===== config.mk =====
export PLATFORM = sky130hd
export DESIGN_NAME = dual_pwm_timer
export DESIGN_NICKNAME = d
export VERILOG_FILES = /design/src/rtl/dpwm_pkg.sv /design/src/rtl/dpwm_counter.sv /design/src/rtl/dpwm_regs.sv /design/src/rtl/dpwm_channel.sv /design/src/rtl/dual_pwm_timer.sv
export SDC_FILE = /design/constraint.sdc
export NUM_CORES = 1
export LEC_CHECK = 0
export ABC_CLOCK_PERIOD_IN_PS = 2840
export BUFFER_PORTS_ARGS = -buffer_cell sky130_fd_sc_hd__buf_2
export CORE_UTILIZATION = 66
export CTS_BUF_LIST = sky130_fd_sc_hd__clkbuf_4
export DETAILED_ROUTE_END_ITERATION = 16
export GPL_ROUTABILITY_DRIVEN = 0
export PLACE_DENSITY = 0.83
export SYNTH_ARGS = -nofsm -noshare
export SYNTH_HDL_FRONTEND = slang
export SYNTH_SLANG_ARGS = --single-unit

===== constraint.sdc =====
create_clock -name clk -period 2.84 [get_ports clk]
set_input_delay 0 -clock clk [delete_from_list [all_inputs] [get_ports clk]]
set_output_delay 0 -clock clk [all_outputs]
set_load 0.02 [all_outputs]

===== src/rtl/dpwm_pkg.sv =====
package dpwm_pkg;

  // number of PWM channels served by the shared counter
  localparam int NCH = 2;

  // control register field positions (decoded by the output stage)
  localparam int CTRL_EN_LSB  = 4;
  localparam int CTRL_POL_LSB = 0;

  // register port address width and map
  localparam int AW = 2;

  typedef enum logic [AW-1:0] {
    A_CTRL   = 2'd0,
    A_RELOAD = 2'd1,
    A_DUTY0  = 2'd2,
    A_DUTY1  = 2'd3
  } reg_addr_e;

endpackage


===== src/rtl/dpwm_counter.sv =====
module dpwm_counter #(
  parameter int W = 8
) (
  input  logic         clk,
  input  logic         rst_n,
  input  logic [W-1:0] reload,
  output logic [W-1:0] cnt,
  output logic         wrap
);

  localparam logic [W-1:0] CNT_MAX = '1;
  localparam logic [W-1:0] CNT_ONE = {{(W-1){1'b0}}, 1'b1};

  // next value: step up, or jump back to the reload value at the top
  function automatic logic [W-1:0] next_count(input logic [W-1:0] cur,
                                               input logic [W-1:0] rel);
    if (cur == CNT_MAX) return rel;
    return cur + CNT_ONE;
  endfunction

  // period boundary event, shared by both channels
  assign wrap = (cnt == CNT_MAX);

  always_ff @(posedge clk) begin
    if (!rst_n) cnt <= '0;
    else        cnt <= next_count(cnt, reload);
  end

  // top of count returns to the previous reload value
  p_wrap_reload_r2: assert property (@(posedge clk) disable iff (!rst_n)
    wrap |=> (cnt == $past(reload)));

  // below the top, plain increment
  p_step_up_r2: assert property (@(posedge clk) disable iff (!rst_n)
    !wrap |=> (cnt == $past(cnt) + CNT_ONE));

endmodule


===== src/rtl/dpwm_regs.sv =====
module dpwm_regs
  import dpwm_pkg::*;
#(
  parameter int W = 8
) (
  input  logic                    clk,
  input  logic                    rst_n,
  input  logic                    wr_en,
  input  logic [AW-1:0]           addr,
  input  logic [W-1:0]            wdata,
  output logic [W-1:0]            rdata,
  output logic [W-1:0]            reload,
  output logic [NCH-1:0][W-1:0]   duty,
  output logic [NCH-1:0]          ch_en,
  output logic [NCH-1:0]          ch_pol
);

  reg_addr_e        sel;
  logic [W-1:0]     ctrl_view;
  logic             wr_ctrl;
  logic             wr_reload;
  logic [NCH-1:0]   wr_duty;

  assign sel       = reg_addr_e'(addr);
  assign wr_ctrl   = wr_en && (sel == A_CTRL);
  assign wr_reload = wr_en && (sel == A_RELOAD);

  // control fields, stored separately; reserved bits are not stored at all
  always_ff @(posedge clk) begin
    if (!rst_n) begin
      ch_en  <= '0;
      ch_pol <= '0;
    end else if (wr_ctrl) begin
      ch_en  <= wdata[CTRL_EN_LSB  +: NCH];
      ch_pol <= wdata[CTRL_POL_LSB +: NCH];
    end
  end

  always_ff @(posedge clk) begin
    if (!rst_n)         reload <= '0;
    else if (wr_reload) reload <= wdata;
  end

  // one duty register per channel, addressed consecutively
  for (genvar g = 0; g < NCH; g++) begin : g_duty
    assign wr_duty[g] = wr_en && (addr == AW'(int'(A_DUTY0) + g));

    always_ff @(posedge clk) begin
      if (!rst_n)          duty[g] <= '0;
      else if (wr_duty[g]) duty[g] <= wdata;
    end
  end

  // read view of the control register with reserved positions zero
  always_comb begin
    ctrl_view = '0;
    ctrl_view[CTRL_EN_LSB  +: NCH] = ch_en;
    ctrl_view[CTRL_POL_LSB +: NCH] = ch_pol;
  end

  always_comb begin
    unique case (sel)
      A_CTRL:   rdata = ctrl_view;
      A_RELOAD: rdata = reload;
      A_DUTY0:  rdata = duty[0];
      A_DUTY1:  rdata = duty[1];
      default:  rdata = '0;
    endcase
  end

  // a reload write is visible after its edge
  p_reload_write_r3: assert property (@(posedge clk) disable iff (!rst_n)
    wr_reload |=> (reload == $past(wdata)));

  // channel 0 duty write lands in the duty register
  p_duty0_write_r3: assert property (@(posedge clk) disable iff (!rst_n)
    wr_duty[0] |=> (duty[0] == $past(wdata)));

  // reserved control positions never read back as 1
  p_rsv_zero_r3: assert property (@(posedge clk) disable iff (!rst_n)
    (sel == A_CTRL) |-> (rdata[7:6] == 2'b00 && rdata[3:2] == 2'b00));

  // registers only change when written
  p_reload_hold_r3: assert property (@(posedge clk) disable iff (!rst_n)
    !wr_reload |=> $stable(reload));

endmodule


===== src/rtl/dpwm_channel.sv =====
module dpwm_channel #(
  parameter int W = 8
) (
  input  logic         clk,
  input  logic         rst_n,
  input  logic         wrap,
  input  logic [W-1:0] cnt,
  input  logic [W-1:0] duty,
  input  logic         en,
  input  logic         pol,
  output logic         pwm
);

  localparam logic [W-1:0] CMP_ALL1 = '1;
  localparam logic [W-1:0] CMP_ALL0 = '0;

  logic [W-1:0] cmp_q;      // active compare value for the running period
  logic         lvl_raw;    // normal-polarity level before gating
  logic         force_lo;   // compare at all-ones
  logic         force_hi;   // compare at zero

  // normal-polarity level for a counter / compare pair
  function automatic logic level_of(input logic [W-1:0] c,
                                    input logic [W-1:0] k);
    if (k == CMP_ALL1) return 1'b0;
    if (k == CMP_ALL0) return 1'b1;
    return (c > k);
  endfunction

  // duty value becomes active only at the period boundary
  always_ff @(posedge clk) begin
    if (!rst_n)    cmp_q <= '0;
    else if (wrap) cmp_q <= duty;
  end

  assign force_lo = (cmp_q == CMP_ALL1);
  assign force_hi = (cmp_q == CMP_ALL0);
  assign lvl_raw  = level_of(cnt, cmp_q);

  // polarity and enable act combinationally on registered state
  assign pwm = en & (lvl_raw ^ pol);

  // compare is loaded with the pre-edge duty at the boundary
  p_cmp_load_r6: assert property (@(posedge clk) disable iff (!rst_n)
    wrap |=> (cmp_q == $past(duty)));

  // compare holds through the period
  p_cmp_hold_r6: assert property (@(posedge clk) disable iff (!rst_n)
    !wrap |=> $stable(cmp_q));

  // all-ones compare gives a constant low normal-polarity level
  p_force_low_r7: assert property (@(posedge clk) disable iff (!rst_n)
    (en && force_lo) |-> (pwm == pol));

  // zero compare gives a constant high normal-polarity level
  p_force_high_r7: assert property (@(posedge clk) disable iff (!rst_n)
    (en && force_hi) |-> (pwm == !pol));

  // counter at or below the compare keeps a normal output low
  p_low_below_r5: assert property (@(posedge clk) disable iff (!rst_n)
    (en && !pol && !force_hi && cnt <= cmp_q) |-> !pwm);

endmodule


===== src/rtl/dual_pwm_timer.sv =====
module dual_pwm_timer
  import dpwm_pkg::*;
#(
  parameter int W = 8
) (
  input  logic          clk,
  input  logic          rst_n,
  input  logic          reg_wr,
  input  logic [1:0]    reg_addr,
  input  logic [7:0]    reg_wdata,
  output logic [7:0]    reg_rdata,
  output logic [1:0]    pwm_o
);

  logic [W-1:0]            reload;
  logic [NCH-1:0][W-1:0]   duty;
  logic [NCH-1:0]          ch_en;
  logic [NCH-1:0]          ch_pol;
  logic [W-1:0]            cnt;
  logic                    wrap;

  dpwm_regs #(.W(W)) u_regs (
    .clk    (clk),
    .rst_n  (rst_n),
    .wr_en  (reg_wr),
    .addr   (reg_addr),
    .wdata  (reg_wdata),
    .rdata  (reg_rdata),
    .reload (reload),
    .duty   (duty),
    .ch_en  (ch_en),
    .ch_pol (ch_pol)
  );

  dpwm_counter #(.W(W)) u_counter (
    .clk    (clk),
    .rst_n  (rst_n),
    .reload (reload),
    .cnt    (cnt),
    .wrap   (wrap)
  );

  for (genvar g = 0; g < NCH; g++) begin : g_ch
    dpwm_channel #(.W(W)) u_ch (
      .clk   (clk),
      .rst_n (rst_n),
      .wrap  (wrap),
      .cnt   (cnt),
      .duty  (duty[g]),
      .en    (ch_en[g]),
      .pol   (ch_pol[g]),
      .pwm   (pwm_o[g])
    );

    // a disabled channel stays low
    p_disabled_low_r4: assert property (@(posedge clk) disable iff (!rst_n)
      !ch_en[g] |-> !pwm_o[g]);
  end

  // outputs low while in reset
  p_reset_low_r1: assert property (@(posedge clk)
    !rst_n |-> (pwm_o == '0));

endmodule


# [After elaboration in Yosys (flattened, before gate mapping)]
# Cells that the tools add are included.
[totals] reg_bits=52 latchBits=0 ramBits=0 romBits=0 input_bits=13 output_inout_bits=10 memories=0
[op_classes] n_addsub=1 mul=0 div=0 magnitude_cmp=2 eq_ne=6 shifts=0 n_mux=19 n_bitwise=4 reduce_logical=7
[op_table] cell="case mux 8 bit (4 select lines)" n=1
[op_table] cell="equality test 8 bit (second input constant)" n=3
[op_table] cell="> comparator 8 bit" n=2
[op_table] cell="logical NOT 8 bit" n=2
[op_table] cell="two-way mux 1 bit" n=16
[op_table] cell="two-way mux 8 bit" n=2
[op_table] cell="adder 8 x 1 -> 8 bit (second input constant)" n=1
[op_table] cell="equality test 2 bit (second input constant)" n=2
[op_table] cell="logical AND 1 bit" n=4
[op_table] cell="AND 1 bit" n=2
[op_table] cell="equality test 2 x 1 -> 1 bit (second input constant)" n=1
[op_table] cell="logical NOT 2 bit" n=1
[op_table] cell="XOR 1 bit" n=2

# [Longest topological paths before layout]
[logic_depth] ltp_word=7 ltp_mapped=8 mapped_depth_nobuf=7

# [By module]
# From an unflattened synthesis, not the netlist that was laid out.
[hier_totals] hier_cells=288 area_unflattened_um2=2855.2
[by_module_without_submodules] module="dpwm_regs" n_inst=1 cells_each=117 area_per_inst_um2=1332.5 seq_area_each_um2=560.5
[by_module_without_submodules] module="dpwm_channel" n_inst=2 cells_each=62 area_per_inst_um2=553.0 seq_area_each_um2=160.2
[by_module_without_submodules] module="dpwm_counter" n_inst=1 cells_each=47 area_per_inst_um2=416.6 seq_area_each_um2=160.2

# [Worst setup path after synthesis]
# No wires, ideal clock.
[synth_path] kind="reg-to-output" start="register g_ch[1].u_ch.cmp_q[1]" end="output port pwm_o[1]" arrival_ns=1.617 required_time_ns=2.840 slack_ns=1.223 path_stages_with_launch=9 path_buffers=1 cell_sequence="dfxtp_1 -> inv_1 -> ha_1 -> nor2b_1 -> o211ai_1 -> a21oi_1 -> o31ai_1 -> mux2i_1 -> buf_4"
[synth_via] elab_chain_cells=7
[synth_rtl] element="start, declared" line="dpwm_channel.sv:17" text="logic [W-1:0] cmp_q;"
[synth_rtl] element="start signal, assigned" line="dpwm_channel.sv:33" text="else if (wrap) cmp_q <= duty;"
[synth_rtl] element="parallel branches: the longest is 4 deep, another holds > comparator 8 bit"
[synth_rtl] element="two-way mux 1 bit *" line="dpwm_channel.sv:26" text="if (k == CMP_ALL0) return 1'b1;"
[synth_rtl] element="XOR 1 bit *" line="dpwm_channel.sv:41" text="assign pwm = en & (lvl_raw ^ pol);"
[synth_rtl] element="AND 1 bit *" line="dpwm_channel.sv:41"
[synth_rtl] element="end, declared" line="dual_pwm_timer.sv:12" text="output logic [1:0] pwm_o"
# Mark *: on every way between the ends. The select of a mux whose other input is x is not followed.

# [Worst setup path after layout]
[layout_path] start="register g_ch[0].u_ch.cmp_q[1]" end="output port pwm_o[0]"
[layout_via] elab_chain_cells=7
[layout_rtl] element="start, declared" line="dpwm_channel.sv:17"
[layout_rtl] element="start signal, assigned" line="dpwm_channel.sv:33"
[layout_rtl] element="parallel branches: the longest is 4 deep, another holds > comparator 8 bit"
[layout_rtl] element="two-way mux 1 bit *" line="dpwm_channel.sv:26"
[layout_rtl] element="XOR 1 bit *" line="dpwm_channel.sv:41"
[layout_rtl] element="AND 1 bit *" line="dpwm_channel.sv:41"
# Marked as above.

==> flow_metrics.env <==
export IMPL_skew_ns=0.01129
export IMPL_synth_top_area_frac=0.3753
export IMPL_seq_area_frac_synth=0.3753
export IMPL_status="finished clean"
export IMPL_dieArea_um2=4466
export IMPL_gr_usage_all_layers=0.3070
export IMPL_synth_top_area_cell="dfxtp_1"
export IMPL_cts_inserted_buffers=5
export IMPL_drv_slew=0
export IMPL_tritoncts="done"
export IMPL_netlist_instances=306
export IMPL_power_uw=1236
export IMPL_ys_ff_latch=52
export IMPL_finalCritPeriodShare=0.8255
export IMPL_clkSlewWorstSetupHoldPaths_ns=0.14
export IMPL_leakage_uw=0.001221
export IMPL_start_util=0.6885
export IMPL_cp_arrival_ns=2.34
export IMPL_ys_async_sr_fraction=0
export IMPL_startpoint_type="flip-flop"
export IMPL_ant_nets=0
export IMPL_setup_violations_final=0
export IMPL_portBuffers=22
export IMPL_pwr_density_cell_nw_per_um2=411.0
export IMPL_post_synth_top_count_cell="nand2_1"
export IMPL_drv_cap=0
export IMPL_netlist_area_um2=2774
export IMPL_synth_edf_count=0
export IMPL_grt_ovfl_total=0
export IMPL_hold_path_class="primary input to flip-flop"
export IMPL_antenna_found_initial=0
export IMPL_post_drt_wl_per_cell_um=16.00
export IMPL_yosys_warnings=0
export IMPL_finalSetupTns_ns=0
export IMPL_fin_cells=380
export IMPL_grt_max_degree=53
export IMPL_fmax_mhz=426.5
export IMPL_worstMarginPinSlew_ns=0.7684
export IMPL_num_vias=2222
export IMPL_drtIter0Drc=143
export IMPL_nNetsFinal=359
export IMPL_rsz0062_at_grt="no"
export IMPL_slew_headroom=0.4877
export IMPL_drc_errors=0
export IMPL_vias_per_cell=5.847
export IMPL_synthTopCellsByCount="nand2_1, dfxtp_1, a21boi_0"
export IMPL_finalWirelength_um=6079
export IMPL_fillers=296
export IMPL_crit_type="flip-flop to output port"
export IMPL_core_rowCount=23
export IMPL_place_inst=364
export IMPL_cp_required_ns=2.84
export IMPL_cts_max_level=2
export IMPL_core_area_um2=4029
export IMPL_grt_pass1_wl_um=9977
export IMPL_drt_pass1_iterations=4
export IMPL_ir_drop_mv=0.3523
export IMPL_syn_area_per_cell_um2=9.065
export IMPL_die_x_um=66.83
export IMPL_synth_nets=336
export IMPL_critPathCaptureType="output port"
export IMPL_period_minus_slack_ns=2.345
export IMPL_place_worst_setup_slack_ns=0.9384
export IMPL_clock_latency_ns=0.37
export IMPL_grt_pass1_vias=2065
export IMPL_layout_setup_ws_ns=0.4955
export IMPL_io_pins=23
export IMPL_synth_cell_types=38
export IMPL_clk_path_buf_depth=2
export IMPL_clk_root_buffer_cell="clkbuf_4"
export IMPL_hold_viol=0
export IMPL_clock_sink_count=52
export IMPL_crit_fanout=4
export IMPL_drive_gt1_frac=0.1333
export IMPL_die_h_um=66.83
export IMPL_dp_hpwl_um=4454
export IMPL_ys_flop_type="dfxtp_1"
export IMPL_area_growth_syn_to_layout_pct=8.390
export IMPL_diodes=0
export IMPL_synth_area_leaders="dfxtp_1, mux2i_1, ha_1, nand2_1, a21boi_0"
==> power by group <==
| group | switching, uW | internal, uW |
|---|---|---|
| combinational | 72.8 | 68.0 |
| clock | 217 | 115 |
| sequential | 16.9 | 747 |
| total | 306 | 929 |
==> layer usage <==
| metal | track usage | part of all wire |
|---|---|---|
| met5 | 0 | 0 |
| met4 | 0.07979 | 0.0058 |
| met3 | 0.03767 | 0.063 |
| met2 | 0.5215 | 0.48 |
| met1 | 0.4086 | 0.45 |
==> registers in the layout, summed over array words and instances, names as in the netlist <==
| signal | count |
|---|---|
| u_regs.ch_en | 2 |
| u_regs.ch_pol | 2 |
| u_regs.duty | 16 |
| u_counter.cnt | 8 |
| g_ch.u_ch.cmp_q | 16 |
| u_regs.reload | 8 |
==> path summary, 6_finish.rpt <==
kind | from | end | slack, ns | depth (start not counted)
worst max-delay path | g_ch[0].u_ch.cmp_q[1] | pwm_o[0] | 0.50 | 8
worst min-delay path | reg_wr | u_regs.duty[3] | 0.03 | 3
worst max register to register | u_counter.cnt[1] | g_ch[0].u_ch.cmp_q[1] | 0.96 | 6
worst min register to register | u_regs.duty[5] | u_regs.duty[5] | 0.49 | 2
==> critical path, stage by stage (launching register included) <==
cell and delay [ns]:
dfxtp_1 0.41, inv_1 0.06, ha_1 0.28, nor2b_1 0.13
o211ai_1 0.18, a21oi_1 0.09, o31ai_1 0.41, mux2i_1 0.24
buf_2 0.19
==> repair_timing <==
| item | CTS | global route |
|---|---|---|
| hold endpoints to repair | 28 | 0 |
| hold buffers | 8 | 0 |
| buffers inserted | 0 | 0 |
| resized for setup | 0 | 0 |
| setup endpoints to repair | 0 | 0 |
==> final cells by class <==
type / count / area [um^2] / share of cell area
multi-input combinational: 223 / 1585 / 0.5273
clock buffer: 7 / 52.55 / 0.01748
clock inverter: 1 / 3.754 / 0.001248
timing repair buffer: 32 / 205.2 / 0.06825
tap: 50 / 62.56 / 0.02081
inverter: 15 / 56.30 / 0.01873
sequential: 52 / 1041 / 0.3462
==> cells by family (layout without fill, tap and decap cells) <==
kind of cell,after synthesis,in the layout,synth area share
simple gates,117,117,0.2129
compound gates,55,55,0.1403
flops,52,52,0.3753
mux,31,31,0.1322
buf+inv,31,55,0.05322
fa+ha+maj,17,17,0.07668
xor+xnor,3,3,0.009474
==> stage by stage <==
stage	util	hold slack (ns)	area, um^2
2_1_floorplan	-	0.1538	2774
3_3_place_gp	0.7124	0.2851	2870
3_5_place_dp	0.7124	0.2931	2870
4_1_cts	0.7463	0.01190	3007
5_1_grt	0.7463	0.03497	3007
6_report	0.7463	0.03377	3007
==> cell usage in the layout (no fill, tap or decap), types with 2 or more instances in the layout <==
cell type	instances
dlygate4sd3_1	8
mux4_2	4
inv_1	15
o21ai_0	6
nor4_1	4
ha_1	17
nor2b_1	24
nand2_1	54
xor2_1	3
buf_2	22
a22o_1	4
mux2_2	5
a211oi_1	3
mux2i_1	22
o211a_1	3
nand2b_1	2
o31ai_1	2
a21boi_0	25
or2_1	2
buf_4	2
a21oi_1	8
clkbuf_4	7
dfxtp_1	52
nand3_1	10
nand4_1	8
nor2_1	5
o211ai_1	2
Note: power is estimated with default switching activity, not from simulation.
